===== config.mk =====
export PLATFORM = sky130hd
export DESIGN_NAME = synth_lock_ctrl
export DESIGN_NICKNAME = d
export VERILOG_FILES = /design/src/rtl/synth_pkg.sv /design/src/rtl/synth_cfg_regs.sv /design/src/rtl/synth_lock_timer.sv /design/src/rtl/synth_vco_calc.sv /design/src/rtl/synth_lock_ctrl.sv
export SDC_FILE = /design/constraint.sdc
export NUM_CORES = 1
export LEC_CHECK = 0
export BUFFER_PORTS_ARGS = -buffer_cell sky130_fd_sc_hd__buf_2
export CAP_MARGIN = 20
export CORE_MARGIN = 4
export CORE_UTILIZATION = 35
export DETAILED_ROUTE_END_ITERATION = 10
export GPL_TIMING_DRIVEN = 0
export SLEW_MARGIN = 20
export SYNTH_ARGS = -nofsm -noshare
export SYNTH_HDL_FRONTEND = slang
export SYNTH_HIERARCHICAL = 1
export SYNTH_SLANG_ARGS = --single-unit

===== constraint.sdc =====
create_clock -name clk -period 46.5 [get_ports clk]
set_input_delay 4.65 -clock clk [delete_from_list [all_inputs] [get_ports clk]]
set_output_delay 4.65 -clock clk [all_outputs]
set_load 0.03 [all_outputs]

===== src/rtl/synth_pkg.sv =====
// Package: shared types for the synthesizer lock sequencer.
// Assumes nothing beyond IEEE 1800-2017 packed structs.
package synth_pkg;

    // Reasons a lock wait can start; several may be set in one cycle.
    typedef struct packed {
        logic pwr_up;     // enable went from 0 to 1
        logic mult_div;   // multiplier or divider field changed by commit
        logic ref_sw;     // reference source changed by commit
    } lock_cause_t;

    // Register addresses of the write port.
    typedef enum logic [1:0] {
        ADR_MINT  = 2'd0,
        ADR_MFRAC = 2'd1,
        ADR_DIV   = 2'd2,
        ADR_CTRL  = 2'd3
    } reg_addr_e;

endpackage


===== src/rtl/synth_cfg_regs.sv =====
// Module: shadow and active register pairs plus the enable bit.
// Writes land in shadow; commit copies shadow to active on the same edge.
// The enable bit acts on write. Assumes wr_data is at least MINT_W, MFRAC_W
// and 2*DIV_W bits wide.
module synth_cfg_regs
    import synth_pkg::*;
#(
    parameter int MINT_W  = 10,
    parameter int MFRAC_W = 10,
    parameter int DIV_W   = 5,
    parameter int DATA_W  = 10
) (
    input  logic               clk,
    input  logic               rst_n,
    input  logic               wr_en,
    input  logic [1:0]         wr_addr,
    input  logic [DATA_W-1:0]  wr_data,
    input  logic               commit,
    output logic [MINT_W-1:0]  act_mint,
    output logic [MFRAC_W-1:0] act_mfrac,
    output logic [DIV_W-1:0]   act_q,
    output logic [DIV_W-1:0]   act_n,
    output logic               act_src,
    output logic               en_q,
    output lock_cause_t        cause,
    output logic               en_next
);

    logic [MINT_W-1:0]  sh_mint;
    logic [MFRAC_W-1:0] sh_mfrac;
    logic [DIV_W-1:0]   sh_q;
    logic [DIV_W-1:0]   sh_n;
    logic               sh_src;
    logic               ctrl_wr;
    logic               mult_diff;
    logic               src_diff;

    // Decode a write to the control address.
    assign ctrl_wr = wr_en && (wr_addr == ADR_CTRL);

    // Next value of the enable bit, used by the lock timer in the same cycle.
    always_comb begin
        en_next = en_q;
        if (ctrl_wr) en_next = wr_data[1];
    end

    // Compare shadow and active to classify what a commit would change.
    always_comb begin
        mult_diff = (sh_mint != act_mint) || (sh_mfrac != act_mfrac) ||
                    (sh_q != act_q) || (sh_n != act_n);
        src_diff  = (sh_src != act_src);
    end

    // Build the lock cause vector for the timer.
    always_comb begin
        cause.pwr_up   = en_next && !en_q;
        cause.mult_div = commit && en_q && mult_diff;
        cause.ref_sw   = commit && en_q && src_diff;
    end

    // Shadow registers: capture software writes.
    always_ff @(posedge clk) begin
        if (!rst_n) begin
            sh_mint  <= '0;
            sh_mfrac <= '0;
            sh_q     <= '0;
            sh_n     <= '0;
            sh_src   <= 1'b0;
        end else if (wr_en) begin
            case (wr_addr)
                ADR_MINT:  sh_mint  <= wr_data[MINT_W-1:0];
                ADR_MFRAC: sh_mfrac <= wr_data[MFRAC_W-1:0];
                ADR_DIV: begin
                    sh_n <= wr_data[DIV_W-1:0];
                    sh_q <= wr_data[2*DIV_W-1:DIV_W];
                end
                default:   sh_src   <= wr_data[0];
            endcase
        end
    end

    // Active registers: load from shadow only on commit.
    always_ff @(posedge clk) begin
        if (!rst_n) begin
            act_mint  <= '0;
            act_mfrac <= '0;
            act_q     <= '0;
            act_n     <= '0;
            act_src   <= 1'b0;
        end else if (commit) begin
            act_mint  <= sh_mint;
            act_mfrac <= sh_mfrac;
            act_q     <= sh_q;
            act_n     <= sh_n;
            act_src   <= sh_src;
        end
    end

    // Enable register: acts on write, no commit needed.
    always_ff @(posedge clk) begin
        if (!rst_n) en_q <= 1'b0;
        else        en_q <= en_next;
    end

endmodule


===== src/rtl/synth_lock_timer.sv =====
// Module: lock-wait counter. Loads the longest interval among the active
// causes and counts down once per reference clock. ready is high when the
// synthesizer is enabled and the count is zero. Clearing the enable zeroes
// the count. Assumes intervals fit in CNT_W bits.
module synth_lock_timer
    import synth_pkg::*;
#(
    parameter int LOCK_PWR = 512,
    parameter int LOCK_CHG = 128,
    parameter int LOCK_SRC = 128
) (
    input  logic        clk,
    input  logic        rst_n,
    input  logic        en_q,
    input  logic        en_next,
    input  lock_cause_t cause,
    output logic        ready
);

    localparam int MAX_A  = (LOCK_CHG > LOCK_SRC) ? LOCK_CHG : LOCK_SRC;
    localparam int MAX_I  = (LOCK_PWR > MAX_A) ? LOCK_PWR : MAX_A;
    localparam int CNT_W  = $clog2(MAX_I + 1);

    logic [CNT_W-1:0] cnt;
    logic [CNT_W-1:0] load_val;
    logic             load;

    // Pick the longest interval of all causes present in this cycle.
    always_comb begin
        load_val = '0;
        if (cause.mult_div && (CNT_W'(LOCK_CHG) > load_val)) load_val = CNT_W'(LOCK_CHG);
        if (cause.ref_sw   && (CNT_W'(LOCK_SRC) > load_val)) load_val = CNT_W'(LOCK_SRC);
        if (cause.pwr_up   && (CNT_W'(LOCK_PWR) > load_val)) load_val = CNT_W'(LOCK_PWR);
        load = cause.pwr_up || cause.mult_div || cause.ref_sw;
    end

    // Countdown: clear when disabled, restart on a new cause, else decrement.
    always_ff @(posedge clk) begin
        if (!rst_n)             cnt <= '0;
        else if (!en_next)      cnt <= '0;
        else if (load)          cnt <= load_val;
        else if (cnt != '0)     cnt <= cnt - 1'b1;
    end

    // Ready once enabled and the wait has run out.
    assign ready = en_q && (cnt == '0);

endmodule


===== src/rtl/synth_vco_calc.sv =====
// Module: VCO frequency code from the active settings, truncating integer
// division. The fraction is MFRAC_W bits, so {mint,mfrac} equals
// mint*2^MFRAC_W + mfrac. VCO_PIPE selects a registered (1) or
// combinational (0) output.
module synth_vco_calc #(
    parameter int MINT_W   = 10,
    parameter int MFRAC_W  = 10,
    parameter int DIV_W    = 5,
    parameter int REF_W    = 8,
    parameter int INT_CODE = 16,
    parameter bit VCO_PIPE = 1'b1,
    localparam int VCO_W   = REF_W + MINT_W
) (
    input  logic               clk,
    input  logic               rst_n,
    input  logic [REF_W-1:0]   xtal_code,
    input  logic               src,
    input  logic [MINT_W-1:0]  mint,
    input  logic [MFRAC_W-1:0] mfrac,
    input  logic [DIV_W-1:0]   q,
    input  logic [DIV_W-1:0]   n,
    output logic [VCO_W-1:0]   vco_code
);

    localparam int NUM_W = REF_W + MINT_W + MFRAC_W;
    localparam int DEN_W = 2 * (DIV_W + 1);

    logic [REF_W-1:0]  ref_sel;
    logic [DIV_W:0]    q_p1;
    logic [DIV_W:0]    n_p1;
    logic [DEN_W-1:0]  den;
    logic [NUM_W-1:0]  num;
    logic [NUM_W-1:0]  quo;
    logic [VCO_W-1:0]  code_next;

    // Select the reference code and form numerator and divider product.
    always_comb begin
        ref_sel = src ? REF_W'(INT_CODE) : xtal_code;
        q_p1    = {1'b0, q} + 1'b1;
        n_p1    = {1'b0, n} + 1'b1;
        den     = DEN_W'(q_p1) * DEN_W'(n_p1);
        num     = NUM_W'(ref_sel) * NUM_W'({mint, mfrac});
        quo     = num / NUM_W'(den);
        code_next = quo[NUM_W-1:MFRAC_W];
    end

    generate
        if (VCO_PIPE) begin : g_reg
            // Register the code to cut the divider path.
            always_ff @(posedge clk) begin
                if (!rst_n) vco_code <= '0;
                else        vco_code <= code_next;
            end
        end else begin : g_comb
            assign vco_code = code_next;
        end
    endgenerate

endmodule


===== src/rtl/synth_lock_ctrl.sv =====
// Top: synthesizer configuration and lock sequencer. Runs on the reference
// clock and ties together the register pairs, the lock timer and the VCO
// code calculator. In low-voltage mode Q is replaced by LV_Q.
module synth_lock_ctrl
    import synth_pkg::*;
#(
    parameter int MINT_W   = 10,
    parameter int MFRAC_W  = 10,
    parameter int DIV_W    = 5,
    parameter int REF_W    = 8,
    parameter int DATA_W   = 10,
    parameter int INT_CODE = 16,
    parameter int LV_Q     = 3,
    parameter int LOCK_PWR = 512,
    parameter int LOCK_CHG = 128,
    parameter int LOCK_SRC = 128
) (
    input  logic                      clk,
    input  logic                      rst_n,
    input  logic                      wr_en,
    input  logic [1:0]                wr_addr,
    input  logic [DATA_W-1:0]         wr_data,
    input  logic                      commit,
    input  logic                      low_volt,
    input  logic [REF_W-1:0]          xtal_code,
    output logic                      syn_en,
    output logic                      ready,
    output logic [MINT_W-1:0]         act_mint,
    output logic [MFRAC_W-1:0]        act_mfrac,
    output logic [DIV_W-1:0]          act_q,
    output logic [DIV_W-1:0]          act_n,
    output logic                      act_src,
    output logic [REF_W+MINT_W-1:0]   vco_code
);

    logic [DIV_W-1:0] raw_q;
    logic [DIV_W-1:0] eff_q;
    logic             en_next;
    lock_cause_t      cause;

    // Register pairs and enable.
    synth_cfg_regs #(
        .MINT_W (MINT_W),
        .MFRAC_W(MFRAC_W),
        .DIV_W  (DIV_W),
        .DATA_W (DATA_W)
    ) u_regs (
        .clk      (clk),
        .rst_n    (rst_n),
        .wr_en    (wr_en),
        .wr_addr  (wr_addr),
        .wr_data  (wr_data),
        .commit   (commit),
        .act_mint (act_mint),
        .act_mfrac(act_mfrac),
        .act_q    (raw_q),
        .act_n    (act_n),
        .act_src  (act_src),
        .en_q     (syn_en),
        .cause    (cause),
        .en_next  (en_next)
    );

    // Low-voltage override of the pre-divider.
    always_comb begin
        eff_q = low_volt ? DIV_W'(LV_Q) : raw_q;
    end
    assign act_q = eff_q;

    // Lock-wait timer.
    synth_lock_timer #(
        .LOCK_PWR(LOCK_PWR),
        .LOCK_CHG(LOCK_CHG),
        .LOCK_SRC(LOCK_SRC)
    ) u_timer (
        .clk    (clk),
        .rst_n  (rst_n),
        .en_q   (syn_en),
        .en_next(en_next),
        .cause  (cause),
        .ready  (ready)
    );

    // Frequency code for readback.
    synth_vco_calc #(
        .MINT_W  (MINT_W),
        .MFRAC_W (MFRAC_W),
        .DIV_W   (DIV_W),
        .REF_W   (REF_W),
        .INT_CODE(INT_CODE),
        .VCO_PIPE(1'b1)
    ) u_vco (
        .clk      (clk),
        .rst_n    (rst_n),
        .xtal_code(xtal_code),
        .src      (act_src),
        .mint     (act_mint),
        .mfrac    (act_mfrac),
        .q        (eff_q),
        .n        (act_n),
        .vco_code (vco_code)
    );

endmodule


**After elaboration in Yosys (flattened, before gate mapping)**

Cells that the tools add are included.

- Memory bits (writable): 0
- Memory bits (read-only): 0
- Logic and storage cells: 62
- Memories kept: 0
- Input port bits: 25
- Bits in latches: 0
- Register bits: 91
- Output and inout bits: 51

- Bitwise logic cells: 1
- Magnitude comparators: 2
- Divide/modulo/power cells: 1
- Add/sub/neg operators: 3
- Muxes and demuxes: 8
- Shift-type cells: 0
- Multipliers: 2
- Reduce and logical (&&, ||, !) cells: 24
- Eq/ne operators: 8

Operators with widths:

| kind | number |
|---|---|
| $mux 10 | 4 |
| $div 28x12->28 | 1 |
| $mul 8x20->28 | 1 |
| $ne 10x10->1 | 2 |
| $mux 8 | 2 |
| $add 5x1->6 const B | 2 |
| $mul 6x6->12 | 1 |
| $gt 10x10->1 const A | 1 |
| $gt 8x10->1 const A | 1 |
| $logic_not 10->1 | 1 |
| $ne 5x5->1 | 2 |
| $reduce_and 2->1 | 5 |
| $reduce_bool 10->1 | 1 |
| $sub 10x1->10 const B | 1 |
| $logic_and 1x1->1 | 8 |
| $logic_or 1x1->1 | 5 |
| $mux 5 | 1 |
| $eq 2x2->1 const B | 2 |
| $reduce_or 3->1 | 1 |
| $eq 2x1->1 const B | 1 |
| $logic_not 2->1 | 1 |
| $reduce_bool 2->1 | 1 |
| $logic_not 1->1 | 1 |
| $mux 1 | 1 |
| other kinds (2) | 2 |

**Logic depth before layout (Yosys ltp)**

- Depth after elaboration: 13
- Depth in mapped cells: 216
- Mapped depth without buffers: 201

**By module**

Netlist, hierarchy kept.

Modules (own cells, without submodules):

| module | area each (µm²) | sequential area each (µm²) | cells an instance | instances |
|---|---|---|---|---|
| synth_vco_calc | 14258.7 | 360.3 | 1819 | 1 |
| synth_cfg_regs | 2756.4 | 1261.2 | 264 | 1 |
| synth_lock_timer | 546.8 | 200.2 | 60 | 1 |
| synth_lock_ctrl | 38.8 | 0.0 | 5 | 1 |

**Least setup slack after synthesis**

No wires, ideal clock.

- Path kind: input to register
- Start: input xtal_code[4]
- End: register u_vco.vco_code[0]
- Setup time: 0.120 ns
- Slack: 2.135 ns
- Cell stages on the path: 201
- Required time: 46.380 ns
- Buffers on the path: 15
- Arrival: 44.246 ns
- Cells stage by stage: or2_2 clkbuf_1 and2_1 fa_1 fa_1 fa_1 inv_1 fa_1 inv_1 ha_1 o211a_1 o31ai_1 a211o_1 a311oi_1 nor4_1 a311oi_1 ha_1 o21ai_0 [... 165 more ...] nand2_8 mux2_4 ha_1 a21oi_1 nor2b_1 o21ai_0 nand2b_1 a21oi_1 nor2b_1 o21ai_0 nand2b_1 a21oi_1 nor2b_1 o21ai_0 nand2b_1 a21oi_1 o211ai_1 o31a_1

- Word-level cells in the longest chain between the ends: 3

Ends and longest elaborated chain:

| what | RTL line | source |
|---|---|---|
| from (decl) | synth_lock_ctrl.sv:25 | `input logic [REF_W-1:0] xtal_code,` |
| $mux 8 | synth_vco_calc.sv:38 | `ref_sel = src ? REF_W'(INT_CODE) : xtal_code;` |
| $mul 8x20->28 | synth_vco_calc.sv:42 | `num = NUM_W'(ref_sel) * NUM_W'({mint, mfrac});` |
| $div 28x12->28 | synth_vco_calc.sv:43 | `quo = num / NUM_W'(den);` |
| to (signal assigned) | synth_vco_calc.sv:52 | `else vco_code <= code_next;` |
| to (decl) | synth_vco_calc.sv:22 | `output logic [VCO_W-1:0] vco_code` |

Every way passes these cells.
A chain may end at the register's enable or synchronous reset.

**Worst setup path after layout**

Ends and elaborated chain as after synthesis.

==> impl_metrics.tcl <==
set metrics [dict create \
    cts_buffers 9 \
    hp-start "u_regs/sh_q[0]$_SDFFE_PN0P_" \
    layout_commonest_cell "ha_1" \
    finClkSkew_ns 0.0143 \
    vias 16200 \
    final_cell_mix "ha_1 (211), nand2_1 (189), nor2_1 (159)" \
    place_area_mm2 0.0188 \
    grt_pass1_vias 16000 \
    dieWidth_um 232 \
    dr.pass1.iters 6 \
    io_buffer_count 74 \
    numClockSinks 91 \
    drv_slew 0 \
    synth_nets 2519 \
    fin_crit_sh_pct 95.7 \
    antenna_found_initial 0 \
    initial_core_util_pct 35.7 \
    ys_seq_area_share_pct 10.4 \
    critical_path_arrival_ns 44.78 \
    grt_overflow 0 \
    synth-edff-count 0 \
    synthToLayoutAreaGrowth_pct 15.6 \
    startpoint_type "input pin" \
    crit_slowest_cell "fa_1" \
    hold_depth 2 \
    min_period_ns 44.50 \
    slowest_delay_ns 0.56 \
    r2r_cells 205 \
    design.die.area_mm2 0.0539 \
    crit_path_frequent_cell "o21a_1" \
    mappedNetlistArea_mm2 0.0176 \
    worst_pin_slew_ns 1.16 \
    die_h_um 232 \
    path_max_fanout 10 \
    synth.area.top_cells "ha_1 (16%), fa_1 (14%), dfxtp_1 (10%)" \
    place_inst 2886 \
    reg2reg_slack_ns 5.86 \
    r2r_end "u_vco/vco_code[0]$_SDFF_PN0_" \
    grt_first_pass_wirelength_um 82200 \
    outcome "finished, final reports clean" \
    reg2reg_from "u_regs/act_src$_SDFFE_PN0P_" \
    startpoint "xtal_code[4]" \
    worstHoldEndpoint "u_regs/sh_q[0]$_SDFFE_PN0P_" \
    htreeDepth 3 \
    root_buffer "clkbuf_16" \
    io_pins 76 \
    setup_viol 0 \
    ys_types 106 \
    layout.nets 2661 \
    hold_viol_final 0 \
    wl_per_cell_um 17.3 \
    crit_family "compound AO/OA/AOI/OAI gates" \
    rows 81 \
    cp.required_ns 46.78 \
    async_flop_share_pct 0 \
    worstSetupPathType "input pin to flop" \
    drive_gt1_share_pct 16.8 \
    path_clk_slew_ns 0.09 \
    fmax_mhz 22.5 \
    cts_tree "yes" \
    wirelength_um 51300 \
    dr.first_iter.drc_count 882 \
    hold_path.class "flop to flop" \
    syn_avg_cell_area_um2 8.19 \
    drc 0 \
    crit_buf_inv 15 \
    synth_ff_type "dfxtp_1" \
    via_per_inst 5.48 \
    place_congestion 0.890 \
    instances_no_fill 2959 \
    dp_hpwl_um 39800 \
    track_usage_pct 18.5 \
    ctsHoldBuffers 0 \
    max-cap-violations 0 \
    grt_max_degree 21 \
    yosys_register_bits 91 \
    antenna_cells 0 \
    synth_top_cell_area_share_pct 15.7 \
    endpoint_kind "flop" \
    synth_top_area_cell "ha_1" \
    timing.final.ws_setup_ns 2.00 \
    post-place-ws_ns -6.18 \
    slew_headroom_pct 22.3 \
    fin_util_pct 41.2 \
    ant_nets 0 \
    final_area_mm2 0.0204 \
    clockBufferDepth 2 \
    synthCells 2148 \
    ys.warnings.count 6 \
    core_mm2 0.0494 \
    worstSkewPairLatency_ns 0.38 \
]
-- logic make-up after synthesis --
group                    count (synthesis)  share of synthesized area (%)
AO/OA/AOI/OAI                          463                           18.8
AND/OR/NAND/NOR                        808                           23.7
multiplexers                           105                           6.55
flip-flops                              91                           10.4
XOR/XNOR                               112                           5.57
buffers and inverters                  223                           5.12
adder cells (fa/ha/maj)                346                           29.9
-- flip-flops by register name, summed over array words and instances, names as in the netlist, 5 cells and up --
signal / cells
u_regs/sh_q: 5
u_regs/act_q: 5
u_regs/act_mfrac: 10
u_regs/sh_n: 5
u_timer/cnt: 10
u_vco/vco_code: 18
u_regs/sh_mfrac: 10
u_regs/act_mint: 10
u_regs/act_n: 5
u_regs/sh_mint: 10
-- repair_timing --
item,4_1_cts,5_1_grt
gates resized for setup,60,146
pin swaps,12,43
endpoints found under the setup margin,3,2
setup buffers,17,45
-- final cells by class --
type,instances,area [um^2]
clock inverters,7,88.8
multi-input cells,1834,15600
flip-flops and latches,91,1820
inverters,158,593
fillers,4971,29000
repair buffers,136,836
plain buffers,60,377
clock buffers,9,225
well taps,664,831
-- metrics by stage --
stage	setup TNS (ns)	hold WS (ns)
finish	0	0.485
global route	-0.142	0.515
CTS	0	0.489
detailed placement	-10.28	0.478
global placement	-8.76	0.470
floorplan	0	0.460
-- cells in the mapped netlist, drive strengths merged, types with 5 or more instances --
library cell and instances:
nand2b 23, a221oi 5, o2111ai 7, a21o 30
nor2b 82, xnor2 77, o21a 72, xor2 35
or2 9, o31ai 27, a21oi 95, nor3 80
nor3b 5, and3 10, a311oi 8, mux2 43
clkbuf 41, nor4 14, buf 24, a211oi 27
ha 221, a31oi 11, nand4 19, o211ai 21
o21bai 7, nand3 36, mux2i 62, fa 125
o21ai 77, nand3b 5, or3 19, and2 126
dfxtp 91, nor2 166, a211o 6, a21boi 12
o22ai 5, nand2 194, o41ai 5, inv 157
-- worst max-delay path by stage --
stage | cells after the start | end
global placement | 206 | u_vco/vco_code[0]$_SDFF_PN0_
detailed placement | 207 | u_vco/vco_code[0]$_SDFF_PN0_
floorplan | 201 | u_vco/vco_code[0]$_SDFF_PN0_
finish | 204 | u_vco/vco_code[0]$_SDFF_PN0_
global route | 207 | u_vco/vco_code[0]$_SDFF_PN0_
CTS | 204 | u_vco/vco_code[0]$_SDFF_PN0_
-- worst min-delay path, delay by kind of cell (launching register included) --
kind,cells,cell delay (ns)
AO/OA/AOI/OAI,1,0.05
flip-flops,1,0.33
AND/OR/NAND/NOR,1,0.06
-- metal layers --
| metal | global-route usage [%] | part of all wire, % | up-vias | wire, um |
|---|---|---|---|---|
| li1 | - | - | 7855 | - |
| met3 | 2.39 | 5.0 | 80 | 2550 |
| met2 | 31.4 | 47 | 472 | 24100 |
| met1 | 25.2 | 46 | 7822 | 23600 |
| met4 | 3.81 | 1.9 | 0 | 972 |
| met5 | 0 | 0 | - | 0 |
Power is not shown: default switching activity piles up to over one toggle a cycle in this logic, so the estimate is an artifact.
